File: src/rtl/fei_pkg.sv
package fei_pkg;

  typedef enum logic [1:0] {
    FEI_BIT_ONE    = 2'b00,
    FEI_WORD_ONE   = 2'b01,
    FEI_BIT_MULTI  = 2'b10,
    FEI_WORD_MULTI = 2'b11
  } fei_mode_e;

  function automatic logic fei_is_word(input fei_mode_e m);
    return m[0];
  endfunction

  function automatic logic fei_is_multi(input fei_mode_e m);
    return m[1];
  endfunction

endpackage

File: src/rtl/fei_trig_edge.sv
module fei_trig_edge (
  input  logic clk_i,
  input  logic rst_ni,
  input  logic src_sel_i,
  input  logic sw_trig_i,
  input  logic hw_trig_i,
  output logic rise_o
);
  logic trig_mux;
  logic trig_q;

  // edge-detect after the mux so a source switch onto a high level counts
  assign trig_mux = src_sel_i ? hw_trig_i : sw_trig_i;

  always_ff @(posedge clk_i or negedge rst_ni) begin
    if (!rst_ni) trig_q <= 1'b0;
    else         trig_q <= trig_mux;
  end

  assign rise_o = trig_mux & ~trig_q;
endmodule

File: src/rtl/fei_req_hold.sv
module fei_req_hold (
  input  logic clk_i,
  input  logic rst_ni,
  input  logic en_i,
  input  logic rise_i,
  input  logic take_i,
  output logic pending_o
);
  logic pending_q;
  logic pending_d;

  always_comb begin
    pending_d = pending_q;
    if (take_i) pending_d = 1'b0;
    if (rise_i) pending_d = 1'b1;
    if (!en_i)  pending_d = 1'b0;
  end

  always_ff @(posedge clk_i or negedge rst_ni) begin
    if (!rst_ni) pending_q <= 1'b0;
    else         pending_q <= pending_d;
  end

  assign pending_o = pending_q;
endmodule

File: src/rtl/fei_fas_track.sv
module fei_fas_track #(
  parameter int FAS_BITS = 10
) (
  input  logic clk_i,
  input  logic rst_ni,
  input  logic strobe_i,
  output logic first_bit_o,
  output logic in_fas_o
);
  localparam int CNT_W = $clog2(FAS_BITS + 1);

  logic             strobe_q;
  logic [CNT_W-1:0] cnt_q;

  always_ff @(posedge clk_i or negedge rst_ni) begin
    if (!rst_ni) begin
      strobe_q <= 1'b0;
      cnt_q    <= '0;
    end else begin
      strobe_q <= strobe_i;
      if (!strobe_i)
        cnt_q <= '0;
      else if (cnt_q < CNT_W'(FAS_BITS))
        cnt_q <= cnt_q + 1'b1;
    end
  end

  assign first_bit_o = strobe_i & ~strobe_q;
  assign in_fas_o    = strobe_i & (cnt_q < CNT_W'(FAS_BITS));
endmodule

File: src/rtl/fei_event_seq.sv
module fei_event_seq
  import fei_pkg::*;
#(
  parameter int MULTI_FRAMES = 4,
  parameter int LEFT_W       = $clog2(MULTI_FRAMES)
) (
  input  logic              clk_i,
  input  logic              rst_ni,
  input  logic              en_i,
  input  fei_mode_e         mode_i,
  input  logic              pending_i,
  input  logic              first_bit_i,
  input  logic              in_fas_i,
  output logic              take_o,
  output logic [LEFT_W-1:0] left_o,
  output logic              mask_o
);
  logic [LEFT_W-1:0] left_q, left_d;
  logic              word_q, word_d;
  logic              active_q, active_d;
  logic              busy, start, cont, hit, word_now;

  assign busy     = (left_q != '0);
  assign start    = first_bit_i & en_i & pending_i & ~busy;
  assign cont     = first_bit_i & en_i & busy;
  assign hit      = start | cont;
  assign word_now = start ? fei_is_word(mode_i) : word_q;

  always_comb begin
    left_d   = left_q;
    word_d   = word_q;
    active_d = active_q;
    if (start) begin
      word_d = fei_is_word(mode_i);
      left_d = fei_is_multi(mode_i) ? LEFT_W'(MULTI_FRAMES - 1) : '0;
    end else if (cont) begin
      left_d = left_q - 1'b1;
    end
    if (first_bit_i)    active_d = hit & word_now;
    else if (!in_fas_i) active_d = 1'b0;
    if (!en_i) begin
      left_d   = '0;
      active_d = 1'b0;
    end
  end

  always_ff @(posedge clk_i or negedge rst_ni) begin
    if (!rst_ni) begin
      left_q   <= '0;
      word_q   <= 1'b0;
      active_q <= 1'b0;
    end else begin
      left_q   <= left_d;
      word_q   <= word_d;
      active_q <= active_d;
    end
  end

  assign take_o = start;
  assign left_o = left_q;
  assign mask_o = en_i & in_fas_i & (first_bit_i ? hit : active_q);
endmodule

File: src/rtl/fei_err_inject.sv
module fei_err_inject
  import fei_pkg::*;
#(
  parameter int FAS_BITS     = 10,
  parameter int MULTI_FRAMES = 4,
  localparam int LEFT_W      = $clog2(MULTI_FRAMES)
) (
  input  logic       clk_i,
  input  logic       rst_ni,
  input  logic [1:0] mode_i,
  input  logic       en_i,
  input  logic       sw_trig_i,
  input  logic       src_sel_i,
  input  logic       hw_trig_i,
  input  logic       fas_strobe_i,
  output logic       err_mask_o
);
  logic              trig_rise;
  logic              pending;
  logic              take;
  logic              first_bit;
  logic              in_fas;
  logic [LEFT_W-1:0] frames_left;

  fei_trig_edge u_edge (
    .clk_i     (clk_i),
    .rst_ni    (rst_ni),
    .src_sel_i (src_sel_i),
    .sw_trig_i (sw_trig_i),
    .hw_trig_i (hw_trig_i),
    .rise_o    (trig_rise)
  );

  fei_req_hold u_hold (
    .clk_i     (clk_i),
    .rst_ni    (rst_ni),
    .en_i      (en_i),
    .rise_i    (trig_rise),
    .take_i    (take),
    .pending_o (pending)
  );

  fei_fas_track #(.FAS_BITS(FAS_BITS)) u_fas (
    .clk_i       (clk_i),
    .rst_ni      (rst_ni),
    .strobe_i    (fas_strobe_i),
    .first_bit_o (first_bit),
    .in_fas_o    (in_fas)
  );

  fei_event_seq #(.MULTI_FRAMES(MULTI_FRAMES), .LEFT_W(LEFT_W)) u_seq (
    .clk_i       (clk_i),
    .rst_ni      (rst_ni),
    .en_i        (en_i),
    .mode_i      (fei_mode_e'(mode_i)),
    .pending_i   (pending),
    .first_bit_i (first_bit),
    .in_fas_i    (in_fas),
    .take_o      (take),
    .left_o      (frames_left),
    .mask_o      (err_mask_o)
  );
endmodule

File: config.mk
export PLATFORM = sky130hd
export DESIGN_NAME = fei_err_inject
export DESIGN_NICKNAME = d
export VERILOG_FILES = /design/src/rtl/fei_pkg.sv /design/src/rtl/fei_trig_edge.sv /design/src/rtl/fei_req_hold.sv /design/src/rtl/fei_fas_track.sv /design/src/rtl/fei_event_seq.sv /design/src/rtl/fei_err_inject.sv
export SDC_FILE = /design/constraint.sdc
export NUM_CORES = 1
export LEC_CHECK = 0
export BUFFER_PORTS_ARGS = -buffer_cell sky130_fd_sc_hd__clkbuf_2
export CELL_PAD_IN_SITES_DETAIL_PLACEMENT = 1
export CELL_PAD_IN_SITES_GLOBAL_PLACEMENT = 2
export CORE_MARGIN = 2
export CORE_UTILIZATION = 32
export CTS_CLUSTER_DIAMETER = 40
export DETAILED_ROUTE_END_ITERATION = 8
export PLACE_DENSITY = 0.8
export SLEW_MARGIN = 20
export SYNTH_ARGS = -nofsm -noshare
export SYNTH_HDL_FRONTEND = slang
export SYNTH_SLANG_ARGS = --single-unit
File: constraint.sdc
create_clock -name clk_i -period 1.8 [get_ports clk_i]
set_clock_uncertainty 0.05 [all_clocks]
set_input_delay 0 -clock clk_i [delete_from_list [all_inputs] [get_ports clk_i]]
set_output_delay 0 -clock clk_i [all_outputs]
set_load 0.1 [all_outputs]
; Word-level counts from Yosys, hierarchy flattened
; Cells that the tools add are included.
[word_totals]
reg_bits = 11
in_bits = 9
out_inout_bits = 1
[classes]
addsub = 2
magnitude_cmp = 1
n_eq_ne = 4
muxes = 15
n_bitwise = 14
reduce_logical = 1
[op_table]
columns = operator, count
row1 = AND 1 bit, 10
row2 = two-way mux 1 bit, 9
row3 = two-way mux 2 bit, 4
row4 = two-way mux 4 bit, 2
row5 = "inequality test 3 x 1 -> 1 bit, second input constant", 2
row6 = "adder 4 x 1 -> 4 bit, second input constant", 1
row7 = "< comparator 4 bit, second input constant", 1
row8 = "inequality test 3 x 2 -> 1 bit, second input constant", 1
row9 = NOT 1 bit, 3
row10 = "inequality test 2 x 1 -> 1 bit, second input constant", 1
row11 = nonzero test 2 bit, 1
row12 = "subtractor 2 x 1 -> 2 bit, second input constant", 1
row13 = bitwise OR 1 bit, 1

; Longest topological paths before layout
[depth]
ltp_word = 9
ltp_mapped = 5

; Cells and area by module
; Synthesis repeated with hierarchy kept, for this count alone.
[unflattened]
hier_cells = 53
area_unflattened_um2 = 593.1
[modules_own_cells]
columns = mod, n_inst, cells_per_inst, area_each_um2, seq_area_each_um2
row1 = fei_event_seq, 1, 27, 259.0, 100.1
row2 = fei_fas_track, 1, 20, 234.0, 125.1
row3 = fei_trig_edge, 1, 3, 53.8, 25.0
row4 = fei_req_hold, 1, 3, 46.3, 25.0

; Least setup slack after synthesis
; OpenSTA, ideal clock, no wires.
[synth_timing]
path_type = register to output
startpoint = reg u_seq.left_q[0], in the netlist u_seq.left_o[0]
endpoint = out err_mask_o
t_arrival_ps = 2426
setup_slack_ps = -676
stages_incl_launch_ff = 5
path_cell_list = dfrtp_1 -> inv_1 -> ha_1 -> a211o_1 -> a21oi_1
[synth_via]
elab_chain_len = 6
[synth_rtl]
columns = item, line
row1 = "start, declared", fei_event_seq.sv:18  ; logic [LEFT_W-1:0] left_q, left_d;
row2 = "start signal, assigned", fei_event_seq.sv:53  ; left_q <= left_d;
row3 = nonzero test 2 bit (*), fei_event_seq.sv:23  ; assign busy = (left_q != '0);
row4 = NOT 1 bit, fei_event_seq.sv:24  ; assign start = first_bit_i & en_i & pending_i & ~busy;
row5 = AND 1 bit, fei_event_seq.sv:24
row6 = bitwise OR 1 bit (*), fei_event_seq.sv:26  ; assign hit = start | cont;
row7 = two-way mux 1 bit (*), fei_event_seq.sv:61  ; assign mask_o = en_i & in_fas_i & (first_bit_i ? hit : active_q);
row8 = AND 1 bit (*), fei_event_seq.sv:61
row9 = "end, declared", fei_err_inject.sv:16  ; output logic err_mask_o
; Mark *: on every way between the ends. The rest lies on a longest branch, timed or not.

; Worst setup path after layout
; Same ends and word-level chain as after synthesis.

==> results.sh <==
export IMPL_stdcell_area_um2=727
export IMPL_worst_r2r_setup_slack_ns=0.24
export IMPL_residual_drc=0
export IMPL_post_synth_num_cell_types=23
export IMPL_core_rowCount=14
export IMPL_syn2layout_area_growth_pct=34.8
export IMPL_totalWireLength_um=1020
export IMPL_max_slew_headroom_pct=81.5
export IMPL_worstHoldPathType="in2async"
export IMPL_grt_antenna_before_repair=0
export IMPL_post_place_ws_ns=0.263
export IMPL_postRouteAntennaNets=0
export IMPL_drt_iter0_markers=5
export IMPL_die_width_um=45.1
export IMPL_netSwitchingPower_mw=0.143
export IMPL_clkLatencyLatePin_ns=0.27
export IMPL_routedWlPerCell_um=12.0
export IMPL_netSwitchingFraction_pct=26.3
export IMPL_numClockSinks=11
export IMPL_synthCells=50
export IMPL_rsz0062_at_grt="no"
export IMPL_timing_final_max_slew_violations=0
export IMPL_synth_yosys_seq_area_share_pct=51.0
export IMPL_final_net_count=81
export IMPL_postPlaceCellArea_um2=631
export IMPL_cts_buffer_depth=2
export IMPL_cts_root_buf="sky130_fd_sc_hd__clkbuf_4"
export IMPL_gr_usage_all_layers_pct=13.0
export IMPL_hpwl_um=795
export IMPL_count_of_inserted_antenna_diode_cells=0
export IMPL_grt_start_max_net_pins=12
export IMPL_timing_critical_path_arrival_ns=1.66
export IMPL_final_layout_size_suffix_gt1_share_pct=24.6
export IMPL_clk_transition_reported_paths_ns=0.07
export IMPL_critical_path_n_buffers_inverters=2
export IMPL_intPower_mw=0.402
export IMPL_number_of_instances_in_the_placed_design=75
export IMPL_timing_critical_path_slowest_cell_delay_ns=0.39
export IMPL_cp_cell_sequence="inv_1 -> ha_1 -> a211o_4 -> a21oi_4 -> buf_12"
export IMPL_die_y_um=45.1
export IMPL_max_cap_violations=0
export IMPL_worst_ep_required_time_ns=1.75
export IMPL_timing_worst_slew_pin_value_ns=0.277
export IMPL_final_period_utilization_pct=94.8
export IMPL_route_vias_total=424
export IMPL_power_per_cell_area_nw_per_um2=751
export IMPL_place_congestion=0.778
export IMPL_crit_path_top_delay_cell="sky130_fd_sc_hd__a211o_4"
export IMPL_path_delay_family="compound AO/OA/AOI/OAI gates"
export IMPL_leakage_nw=0.368
export IMPL_drt_pass1_iterations=3
export IMPL_yosysWarnings=0
export IMPL_timing_final_hold_violations=0
export IMPL_synthesis_nets=61
export IMPL_fmax_ghz=0.586
export IMPL_synth_area_per_cell_um2=10.8
export IMPL_worstSetupPathType="reg2out"
export IMPL_via_count_of_the_first_global_routing_pass=434
export IMPL_setup_worst_path_start_class="flop"
export IMPL_status="completed"
export IMPL_crit_start="u_seq.left_o[0]$_DFFE_PN0P_"
export IMPL_initial_core_util_pct=35.0
export IMPL_clock_power_share_pct=30.3
export IMPL_cp_end_kind="output port"
export IMPL_grt_pass1_wl_um=1830
export IMPL_cts_tree="built"
export IMPL_fin_crit_ns=1.71
export IMPL_launching_point_of_the_worst_reg2reg_path="u_seq.left_o[0]$_DFFE_PN0P_"
export IMPL_core_area_um2=1540
export IMPL_worst_ir_drop_vdd_v=0.000359
export IMPL_seq_power_share_pct=51.9
export IMPL_htree_depth=1
export IMPL_die_area_um2=2030
export IMPL_finalSetupTns_ns=0
export IMPL_synth_area_um2=539
export IMPL_floorplan_io_pins=10
export IMPL_path_max_fanout=4
export IMPL_cts_buffers_inserted=3
export IMPL_final_instance_count_excl_fill=85
export IMPL_grt_overflow_total=0
export IMPL_timing_final_ws_setup_ns=0.0942
export IMPL_ys_ff_latch=11
export IMPL_final_count_of_negative_setup_slack_endpoints=0
export IMPL_port_buffers=9
export IMPL_vias_per_cell=4.99
export IMPL_power_combinational_fraction_pct=17.7
## what timing repair did
item                                   4_1_cts  5_1_grt
setup endpoints to repair                    0        1
gates resized for setup                      0        1
hold buffers                                 6        0
endpoints found under the hold margin       17        0
buffers inserted                             0        0
## layer usage
layer	wire, um	vias up	GRT usage, %
li1	-	215	-
met3	60	2	6.00
met2	455	10	20.3
met4	17	0	5.29
met5	0	-	0
met1	489	197	15.4
## cells in the mapped netlist
| library cell | number | share of area [%] |
|---|---|---|
| sky130_fd_sc_hd__nand3b_1 | 1 | 1.4 |
| sky130_fd_sc_hd__nand2_1 | 8 | 5.6 |
| sky130_fd_sc_hd__ha_1 | 2 | 4.6 |
| sky130_fd_sc_hd__a31oi_1 | 1 | 1.2 |
| sky130_fd_sc_hd__or2b_1 | 1 | 1.4 |
| sky130_fd_sc_hd__a22oi_1 | 1 | 1.4 |
| sky130_fd_sc_hd__a21o_1 | 2 | 2.8 |
| sky130_fd_sc_hd__nand4_1 | 1 | 1.2 |
| sky130_fd_sc_hd__dfrtp_1 | 11 | 51 |
| sky130_fd_sc_hd__o22ai_1 | 1 | 1.2 |
| sky130_fd_sc_hd__nor3_1 | 1 | 0.93 |
| sky130_fd_sc_hd__mux2i_1 | 4 | 7.4 |
| sky130_fd_sc_hd__o21ai_0 | 1 | 0.93 |
| sky130_fd_sc_hd__and3b_1 | 1 | 1.6 |
| sky130_fd_sc_hd__nor2b_1 | 2 | 2.3 |
| sky130_fd_sc_hd__and2_1 | 1 | 1.2 |
| sky130_fd_sc_hd__mux2_2 | 2 | 4.2 |
| sky130_fd_sc_hd__a21oi_1 | 1 | 0.93 |
| sky130_fd_sc_hd__inv_1 | 4 | 2.8 |
| sky130_fd_sc_hd__a211o_1 | 1 | 1.6 |
| sky130_fd_sc_hd__a21boi_0 | 1 | 1.4 |
| sky130_fd_sc_hd__o21a_1 | 1 | 1.4 |
| sky130_fd_sc_hd__xnor2_1 | 1 | 1.6 |
## layout by cell type, fill, tap and decap left out, types with 2 or more instances in the layout
master	n
sky130_fd_sc_hd__a21o_1	2
sky130_fd_sc_hd__clkbuf_2	8
sky130_fd_sc_hd__clkbuf_4	3
sky130_fd_sc_hd__dfrtp_1	11
sky130_fd_sc_hd__dlygate4sd3_1	6
sky130_fd_sc_hd__ha_1	2
sky130_fd_sc_hd__inv_1	4
sky130_fd_sc_hd__mux2_2	2
sky130_fd_sc_hd__mux2i_1	4
sky130_fd_sc_hd__nand2_1	8
sky130_fd_sc_hd__nor2b_1	2
## path summary, 6_finish.rpt
check / cells after the start / endpoint
min: 2 / u_fas.cnt_q[1]$_DFFE_PN0P_
max in group asynchronous: 2 / u_edge.trig_q$_DFF_PN0_
min in group clk_i: 4 / u_hold.pending_o$_DFFE_PN0P_
max reg2reg: 5 / u_seq.word_q$_DFF_PN0_
max: 5 / err_mask_o
min reg2reg: 1 / u_seq.word_q$_DFF_PN0_
## power groups by stage
stage	registers, mW	clock network, mW	logic (mW)
after CTS	0.283	0.177	0.0977
final	0.283	0.166	0.0968
after global placement	0.288	0	0.0840
after global routing	0.287	0.182	0.109
after floorplan	0.284	0	0.0572
after detailed placement	0.288	0	0.0864
## area by class of cell
type	count	area [um2]
clock buffer	3	22.5
clock inverter	1	5.00
fill	175	815
inverter	4	15.0
multi-input combinational	35	269
sequential	11	275
tap	16	20.0
timing repair buffer	15	120
## per-stage QoR
| stage | hold WS [ns] | power (mW) | utilization (%) |
|---|---|---|---|
| 2_1_floorplan | -0.346 | 0.342 | - |
| 3_3_place_gp | -0.154 | 0.372 | 40.9 |
| 3_5_place_dp | -0.159 | 0.375 | 40.9 |
| 4_1_cts | 0.0790 | 0.558 | 46.6 |
| 5_1_grt | 0.0994 | 0.578 | 47.2 |
| 6_report | 0.0823 | 0.546 | 47.2 |
## flip-flops by register name (all words and copies together), names as in the netlist
signal / count
u_seq.active_q: 1
u_seq.word_q: 1
u_fas.cnt_q: 4
u_seq.left_o: 2
u_edge.trig_q: 1
u_hold.pending_o: 1
u_fas.strobe_q: 1
## logic make-up (layout without fill, tap and decap cells)
family	count (synthesis)	in the layout	share of synthesized area, %
flip-flops	11	11	51.0
adder cells (fa/ha/maj)	2	2	4.64
buffers and inverters	4	23	2.78
AND/OR/NAND/NOR	16	16	15.5
multiplexers	6	6	11.6
AO/OA/AOI/OAI	10	10	12.8
XOR/XNOR	1	1	1.62
Power figures use the tool's default switching activity.
